===== config.mk =====
export PLATFORM = sky130hd
export DESIGN_NAME = ccsnap_top
export DESIGN_NICKNAME = d
export VERILOG_FILES = /design/src/rtl/ccsnap_pkg.sv /design/src/rtl/ccsnap_capture.sv /design/src/rtl/ccsnap_gate.sv /design/src/rtl/ccsnap_resp.sv /design/src/rtl/ccsnap_top.sv
export SDC_FILE = /design/constraint.sdc
export NUM_CORES = 1
export LEC_CHECK = 0
export BUFFER_PORTS_ARGS = -buffer_cell sky130_fd_sc_hd__buf_2
export CORE_ASPECT_RATIO = 0.7
export CORE_MARGIN = 2
export CORE_UTILIZATION = 43
export DETAILED_ROUTE_END_ITERATION = 12
export HOLD_SLACK_MARGIN = 0.08
export MAX_ROUTING_LAYER = met4
export PLACE_DENSITY = 0.74
export SYNTH_ARGS = -nofsm -noshare
export SYNTH_HDL_FRONTEND = slang
export SYNTH_HIERARCHICAL = 1
export SYNTH_SLANG_ARGS = --single-unit

===== constraint.sdc =====
create_clock -name clk -period 1.7 [get_ports clk]
set_input_delay 0.085 -clock clk [delete_from_list [all_inputs] [get_ports clk]]
set_output_delay 0.085 -clock clk [all_outputs]
set_load 0.1 [all_outputs]

===== src/rtl/ccsnap_pkg.sv =====
package ccsnap_pkg;

    localparam int DATA_W  = 64;
    localparam int ENC_W   = 16;
    localparam int LVL_W   = 2;
    localparam int SYND_W  = 6;

    // packed {op0, op1, CRn, CRm, op2}
    localparam logic [ENC_W-1:0]  SNAP_ENC   = {2'b10, 3'b000, 4'b1110, 4'b1011, 3'b111};
    localparam logic [SYND_W-1:0] TRAP_CLASS = 6'h18;

    typedef enum logic [1:0] {
        ST_OK    = 2'b00,
        ST_UNDEF = 2'b01,
        ST_TRAP  = 2'b10
    } status_e;

    typedef struct packed {
        logic snap_feat;
        logic wide_feat;
        logic lvl3_exists;
        logic sdd_undef_prio;
        logic sdd_undef;
        logic lvl3_snap_en;
        logic mid_enabled;
        logic fine_v2_impl;
        logic lvl3_fine_en2;
        logic mid_snap_rd_ok;
    } cfg_t;

    typedef struct packed {
        status_e          status;
        logic [LVL_W-1:0] target;
    } verdict_t;

    function automatic verdict_t v_ok();
        verdict_t v;
        v.status = ST_OK;
        v.target = '0;
        return v;
    endfunction

    function automatic verdict_t v_undef();
        verdict_t v;
        v.status = ST_UNDEF;
        v.target = '0;
        return v;
    endfunction

    function automatic verdict_t v_trap(input logic [LVL_W-1:0] lvl);
        verdict_t v;
        v.status = ST_TRAP;
        v.target = lvl;
        return v;
    endfunction

endpackage


===== src/rtl/ccsnap_capture.sv =====
module ccsnap_capture
    import ccsnap_pkg::*;
#(
    parameter int W = DATA_W
) (
    input  logic         clk,
    input  logic         rst,
    input  logic         strobe,
    input  logic [W-1:0] live,
    output logic [W-1:0] held
);
    always_ff @(posedge clk) begin
        if (rst) begin
            held <= '0;
        end else if (strobe) begin
            held <= live;
        end
    end
endmodule


===== src/rtl/ccsnap_gate.sv =====
module ccsnap_gate
    import ccsnap_pkg::*;
(
    input  logic             hit,
    input  logic [LVL_W-1:0] level,
    input  cfg_t             cfg,
    output logic             accept,
    output verdict_t         verdict
);
    logic feats_ok;
    logic prio_undef;
    logic mid_trap;
    logic top_block;

    always_comb begin
        feats_ok   = cfg.snap_feat & cfg.wide_feat;
        prio_undef = cfg.lvl3_exists & cfg.sdd_undef_prio & ~cfg.lvl3_snap_en;
        mid_trap   = cfg.mid_enabled & cfg.fine_v2_impl &
                     ((cfg.lvl3_exists & ~cfg.lvl3_fine_en2) | ~cfg.mid_snap_rd_ok);
        top_block  = cfg.lvl3_exists & ~cfg.lvl3_snap_en;
    end

    always_comb begin
        accept = hit;
        if (!feats_ok) begin
            verdict = v_undef();
        end else begin
            unique case (level)
                2'd0: verdict = v_undef();
                2'd1: begin
                    if (prio_undef)      verdict = v_undef();
                    else if (mid_trap)   verdict = v_trap(2'd2);
                    else if (top_block)  verdict = cfg.sdd_undef ? v_undef() : v_trap(2'd3);
                    else                 verdict = v_ok();
                end
                2'd2: begin
                    if (prio_undef)      verdict = v_undef();
                    else if (top_block)  verdict = cfg.sdd_undef ? v_undef() : v_trap(2'd3);
                    else                 verdict = v_ok();
                end
                default: verdict = v_ok();
            endcase
        end
    end
endmodule


===== src/rtl/ccsnap_resp.sv =====
module ccsnap_resp
    import ccsnap_pkg::*;
#(
    parameter int W = DATA_W
) (
    input  logic              clk,
    input  logic              rst,
    input  logic              accept,
    input  verdict_t          verdict,
    input  logic [W-1:0]      snap,
    output logic              valid,
    output logic [1:0]        status,
    output logic [LVL_W-1:0]  target,
    output logic [SYND_W-1:0] synd,
    output logic [W-1:0]      data
);
    always_ff @(posedge clk) begin
        if (rst) begin
            valid  <= 1'b0;
            status <= ST_OK;
            target <= '0;
            synd   <= '0;
            data   <= '0;
        end else begin
            valid  <= accept;
            status <= accept ? verdict.status : ST_OK;
            target <= accept ? verdict.target : '0;
            synd   <= (accept && verdict.status == ST_TRAP) ? TRAP_CLASS : '0;
            data   <= (accept && verdict.status == ST_OK) ? snap : '0;
        end
    end
endmodule


===== src/rtl/ccsnap_top.sv =====
module ccsnap_top
    import ccsnap_pkg::*;
(
    input  logic              clk,
    input  logic              rst,
    input  logic [63:0]       cnt_value,
    input  logic              cap_strobe,
    input  logic              rd_req,
    input  logic [15:0]       rd_enc,
    input  logic [1:0]        rd_level,
    input  logic              cfg_snap_feat,
    input  logic              cfg_wide_feat,
    input  logic              cfg_lvl3_exists,
    input  logic              cfg_sdd_undef_prio,
    input  logic              cfg_sdd_undef,
    input  logic              cfg_lvl3_snap_en,
    input  logic              cfg_mid_enabled,
    input  logic              cfg_fine_v2_impl,
    input  logic              cfg_lvl3_fine_en2,
    input  logic              cfg_mid_snap_rd_ok,
    output logic              rsp_valid,
    output logic [1:0]        rsp_status,
    output logic [1:0]        rsp_target,
    output logic [5:0]        rsp_syndrome,
    output logic [63:0]       rsp_data
);
    cfg_t            cfg;
    verdict_t        verdict;
    logic            hit;
    logic            accept;
    logic [DATA_W-1:0] snap_q;

    always_comb begin
        cfg.snap_feat      = cfg_snap_feat;
        cfg.wide_feat      = cfg_wide_feat;
        cfg.lvl3_exists    = cfg_lvl3_exists;
        cfg.sdd_undef_prio = cfg_sdd_undef_prio;
        cfg.sdd_undef      = cfg_sdd_undef;
        cfg.lvl3_snap_en   = cfg_lvl3_snap_en;
        cfg.mid_enabled    = cfg_mid_enabled;
        cfg.fine_v2_impl   = cfg_fine_v2_impl;
        cfg.lvl3_fine_en2  = cfg_lvl3_fine_en2;
        cfg.mid_snap_rd_ok = cfg_mid_snap_rd_ok;
        hit                = rd_req && (rd_enc == SNAP_ENC);
    end

    ccsnap_capture #(.W(DATA_W)) u_cap (
        .clk    (clk),
        .rst    (rst),
        .strobe (cap_strobe),
        .live   (cnt_value),
        .held   (snap_q)
    );

    ccsnap_gate u_gate (
        .hit     (hit),
        .level   (rd_level),
        .cfg     (cfg),
        .accept  (accept),
        .verdict (verdict)
    );

    ccsnap_resp #(.W(DATA_W)) u_resp (
        .clk    (clk),
        .rst    (rst),
        .accept (accept),
        .verdict(verdict),
        .snap   (snap_q),
        .valid  (rsp_valid),
        .status (rsp_status),
        .target (rsp_target),
        .synd   (rsp_syndrome),
        .data   (rsp_data)
    );
endmodule


==> metrics.cfg, run 1 <==
[run_status]
outcome=finished, final reports clean

[synth]
ys.flop_type=dfxtp_1
avgSynthCellArea_um2=11.6
netlist_area_um2=4490
ys_ff_latch=134
synthTopCellsByArea=dfxtp_1 60%, mux2i_1 14%, and2_2 9.0%
synthCells=387
synth-edff-count=0
yosysMostFrequentCell=dfxtp_1
ys_async_sr_fraction_pct=0
ys_top_cells_by_count=134 x dfxtp_1, 67 x nor2_1, 64 x mux2i_1
ys_types=32
synth_largest_area_cell=dfxtp_1
netlist.area_leader.share_pct=59.8
yosysWarnings=6
synth.yosys.seq_area_share_pct=59.8

[finish]
area_delta_synth_final_pct=47.8
multi_input_area_um2=1600
final_cells=768
drive_gt1_share_pct=41.4
ff_latch_area_um2=2680
fin_nets=720
antenna_cells=0
fillers=792

[clocking]
cts.path.max_buffers=2
cts_setup_buffers=0
ctsResizeCount=0
cts_tree=yes
clock-root-buffer=clkbuf_16
htreeDepth=4
numCtsBuffers=17
clkLatencyLatePin_ns=0.40
clock-sinks=134
ctsHoldBuffers=67
cts.clk_slew.worst_paths_ns=0.06

[critical_path]
path_class=in -> reg
critPathTopFamily=buffers and inverters
critPathCapture=u_resp/target[0]$_SDFF_PP0_
timing.critical_path.cells=buf_2, dlygate4sd3_1, a2111oi_2, dlygate4sd3_1, and2_1
reg2reg_slack_ns=1.05
rr_worst_depth=2
worst-path-buf-inv=3
r2r_start=u_cap/held[10]$_SDFFE_PP0P_
cp.depth=5
worst_r2r_endpoint=u_cap/held[10]$_SDFFE_PP0P_
cp_common_cell=dlygate4sd3_1
worstPathArrival_ns=1.84
crit_fanout=4
cpPeakStageDelay_ns=0.60
worstSetupStartpoint=cfg_sdd_undef_prio
crit_path_end_kind=flop
timing.critical_path.from_type=primary input
crit_slowest_cell=dlygate4sd3_1
cp.required_ns=2.04

[floorplan]
die_x_um=126
start_util_pct=43.8
rows=31
core_area_um2=10200
dieArea_um2=11300
die_y_um=89.5
ios=171

[global_route]
grt_pass1_vias=3441
gr-total-overflow=0
antenna_found_initial=0
gr-usage-all-layers_pct=18.6
grt_start_max_net_pins=44
grt_pass1_wl_mm=15.8

[sta]
finalCriticalPeriod_ns=1.50
hold_violations=0
setup_viol=0
fin_ws_ns=0.205
hold_ws_ns=0.108
fmax_mhz=669
rsz0062_at_grt=false
finalClockSkew_ns=0.00648
fin_crit_sh_pct=87.9
tightest_slew_ns=0.516
fin_setup_tns_ns=0
final_max_slew_viol_count=0
relSlewSlack_pct=65.8

[power_and_ir_drop]
p_int_mw=5.71
seq_power_share_pct=45.0
p_sw_mw=1.56
ir_drop_mv=0.866
switching_share_pct=21.5
p_clk_share_pct=47.8
comb_power_share_pct=7.2
power_density_nw_per_um2=1100
leakagePower_nw=3.29

[routing]
drtAntennaViolNets=0
via_per_inst=4.49
drc=0
avgRoutedWirePerCell_um=13.1
drt-pass1-iter-count=4
drtIter0Drc=140
wl_mm=10.0
vias=3447

[placed_design]
routabilityCongestion=0.754
dpl.cell_count=670
hpwl_mm=6.24
dp_slack_ns=-0.163
portBuffers=166

[hold_path]
hp-class=in -> reg

[flow_run]
max_cap_viol_count=0

-- routing by layer --
layer	vias to the layer above	track usage, %	part of all wire [%]
met2	111	32.1	49
met3	7	7.00	6.3
met4	0	6.09	0.77
li1	1718	-	-
met5	-	-	0
met1	1611	20.2	44
-- kinds of logic (layout without fill, tap and decap cells) --
kind of cell	count (synthesis)	in the layout	share of synthesized area (%)
flops	134	134	59.8
compound gates	8	8	1.37
buf+inv	28	274	4.79
mux	64	64	14.3
simple gates	152	152	19.7
other cells	1	4	0.0835
-- cell type report --
cell class,instances,share of cell area [%]
Clock buffer,19,6.67
Clock inverter,12,1.96
Inverter,1,0.0566
Multi-Input combinational cell,228,24.2
Sequential cell,134,40.4
Tap cell,132,2.49
Timing Repair Buffer,242,24.2
-- worst reg2reg max path: cells and delay by family, from the launching register on --
kind	cells	cell delay [ns]
DFF	1	0.31
muxes	1	0.17
and+or+nand+nor	1	0.06
-- how the worst min path moves through the flow --
| stage | startpoint | end | slack (ns) | depth (start not counted) |
|---|---|---|---|---|
| floorplan | rst | u_resp/valid$_SDFF_PP0_ | 0.19 | 1 |
| global placement | cnt_value[3] | u_cap/held[3]$_SDFFE_PP0P_ | 0.32 | 3 |
| detailed placement | cnt_value[57] | u_cap/held[57]$_SDFFE_PP0P_ | 0.33 | 3 |
| CTS | cap_strobe | u_cap/held[23]$_SDFFE_PP0P_ | 0.09 | 3 |
| global route | cap_strobe | u_cap/held[23]$_SDFFE_PP0P_ | 0.09 | 3 |
| finish | cap_strobe | u_cap/held[26]$_SDFFE_PP0P_ | 0.11 | 3 |
-- flip-flops by register name, indices dropped and copies added, names as in the netlist --
name / flops
u_cap/held: 64
u_resp/target: 2
u_resp/status: 2
u_resp/valid: 1
u_resp/data: 64
u_resp/synd: 1
-- layout by cell type (no fill, tap or decap), types with 2 or more instances in the layout --
cell	count
a21oi_1	2
and2_1	14
and2_2	54
buf_12	3
buf_2	165
buf_4	7
bufinv_16	2
clkbuf_16	17
clkinv_2	4
clkinv_4	3
clkinvlp_4	2
conb_1	4
dfxtp_1	134
dlygate4sd3_1	67
mux2i_1	64
nand2b_1	3
nand3_1	2
nand4b_1	2
nor2_1	67
-- power groups by stage --
stage          registers [mW]  clock network (mW)  logic [mW]
6_report                 3.27                3.48       0.525
3_3_place_gp             3.33                   0       0.388
2_1_floorplan            3.33                   0       0.266
4_1_cts                  3.27                3.56       0.523
3_5_place_dp             3.34                   0       0.404
5_1_grt                  3.28                3.70       0.571
-- metrics by stage --
| stage | instance area (µm²) | power [mW] | utilization [%] |
|---|---|---|---|
| floorplan | 4500 | 3.59 | - |
| global placement | 5390 | 3.72 | 52.7 |
| detailed placement | 5390 | 3.74 | 52.7 |
| CTS | 6640 | 7.36 | 64.8 |
| global route | 6640 | 7.56 | 64.8 |
| finish | 6640 | 7.27 | 64.8 |
Note: power is estimated with default switching activity, not from simulation.
==> run 2, diff against run 1 <==
- CORE_UTILIZATION: 43 -> 35
- PLACE_DENSITY: 0.74 -> default
==> metrics.cfg, run 2 (same netlist as run 1, synthesis figures left out) <==
[floorplan]
start_util_pct=36.0
die_y_um=98.8
core_area_um2=12500
rows=34
die_x_um=139
dieArea_um2=13800
ios=171

[global_route]
grt_pass1_vias=3494
gr-total-overflow=0
grt_start_max_net_pins=65
grt_pass1_wl_mm=16.8
antenna_found_initial=0
gr-usage-all-layers_pct=15.9

[critical_path]
crit_fanout=4
worst-path-buf-inv=3
cpPeakStageDelay_ns=0.58
timing.critical_path.cells=buf_2, dlygate4sd3_1, a2111oi_2, dlygate4sd3_1, and2_1
timing.critical_path.from_type=primary input
critPathTopFamily=buffers and inverters
crit_path_end_kind=flop
worstPathArrival_ns=1.80
cp.required_ns=2.05
path_class=in -> reg
cp_common_cell=dlygate4sd3_1
crit_slowest_cell=dlygate4sd3_1

[clocking]
cts_tree=yes
cts.clk_slew.worst_paths_ns=0.06
numCtsBuffers=17
htreeDepth=4
clkLatencyLatePin_ns=0.40
cts.path.max_buffers=2
clock-root-buffer=clkbuf_16
ctsResizeCount=0
clock-sinks=134

[power_and_ir_drop]
ir_drop_mv=0.679
power_density_nw_per_um2=1130
leakagePower_nw=3.29

[routing]
drtAntennaViolNets=0
via_per_inst=4.24
wl_mm=10.3
vias=3377
avgRoutedWirePerCell_um=13.0
drc=0
drtIter0Drc=115
drt-pass1-iter-count=4

[finish]
final_cells=796
antenna_cells=0
drive_gt1_share_pct=41.2
fin_nets=717
layout_common_cells=165 x buf_2, 134 x dfxtp_1, 67 x dlygate4sd3_1, 67 x nor2_1, 64 x mux2i_1
area_delta_synth_final_pct=49.1
multi_input_area_um2=1600
fillers=1083
ff_latch_area_um2=2680
final_common_cell=buf_2
reg_top3=u_cap/held x64, u_resp/data x64

[placed_design]
routabilityCongestion=0.698
hpwl_mm=6.19
dpl.cell_count=697
portBuffers=166
dp_slack_ns=-0.0826

[sta]
fin_crit_sh_pct=85.5
fin_ws_ns=0.246
relSlewSlack_pct=65.3
tightest_slew_ns=0.523
finalCriticalPeriod_ns=1.45
setup_viol=0
rsz0062_at_grt=false
fmax_mhz=688
final_max_slew_viol_count=0
finalClockSkew_ns=0.00453
hold_violations=0

[flow_run]
max_cap_viol_count=0

[hold_path]
hp-class=in -> reg

[run_status]
outcome=finished, final reports clean

-- run 2: cell types whose count changed in the layout (fill, tap and decap cells not counted) --
cell        previous run  this run
clkinvlp_4             2         3
buf_4                  7         5
clkinv_2               4         1
buf_12                 3         2
clkinv_4               3         2
clkbuf_8               1         4
bufinv_16              2         3
-- run 2: cell type report --
| cell class | count | area share [%] |
|---|---|---|
| flip-flops and latches | 134 | 40.1 |
| multi-input cells | 228 | 23.9 |
| repair buffers | 239 | 23.5 |
| clock buffers | 22 | 7.23 |
| well taps | 162 | 3.03 |
| clock inverters | 10 | 2.15 |
| inverters | 1 | 0.0561 |
-- run 2: worst min-delay path, stage by stage --
cell and delay [ns]:
buf_2 0.09, nand3_1 0.07, nor4_2 0.04, nor2b_1 0.17
-- run 2: stage by stage --
step                      area, µm²  hold slack [ns]  util [%]  setup TNS, ns  power [mW]
after floorplan                4500            0.193         -              0        3.59
after global placement         5400            0.320      43.3          -5.43        3.72
after detailed placement       5400            0.328      43.3          -4.25        3.73
after CTS                      6690            0.127      53.7              0        7.69
after global routing           6690            0.163      53.7              0        7.89
final                          6690            0.136      53.7              0        7.59
-- run 2: metal layers --
metal,global-route usage [%],up-vias,routed length [µm]
met4,5.36,0,131
met1,19.2,1536,4820
li1,-,1718,-
met2,26.1,110,4810
met5,-,-,0
met3,4.23,13,581
-- run 2: final timing paths --
kind                               start                          end  slack [ns]  depth (start not counted)
max                   cfg_sdd_undef_prio  u_resp/target[0]$_SDFF_PP0_        0.25                          5
min                           rd_enc[15]      u_resp/valid$_SDFF_PP0_        0.14                          4
max reg2reg   u_cap/held[4]$_SDFFE_PP0P_   u_cap/held[4]$_SDFFE_PP0P_        1.04                          2
min reg2reg  u_cap/held[60]$_SDFFE_PP0P_   u_resp/data[60]$_SDFF_PP0_        0.46                          1
-- run 2: what timing repair did --
item | CTS | global route
hold buffers | 67 | 0
setup buffers | 0 | 0
endpoints found under the hold margin | 66 | 0
-- run 2: power breakdown --
group          internal [mW]  total, mW  switching [mW]  leakage (nW)
Clock                   2.47       3.81            1.34         0.299
Combinational          0.285      0.515           0.231          1.90
Sequential              3.23       3.27          0.0366          1.09
Total                   5.99       7.59            1.61          3.29
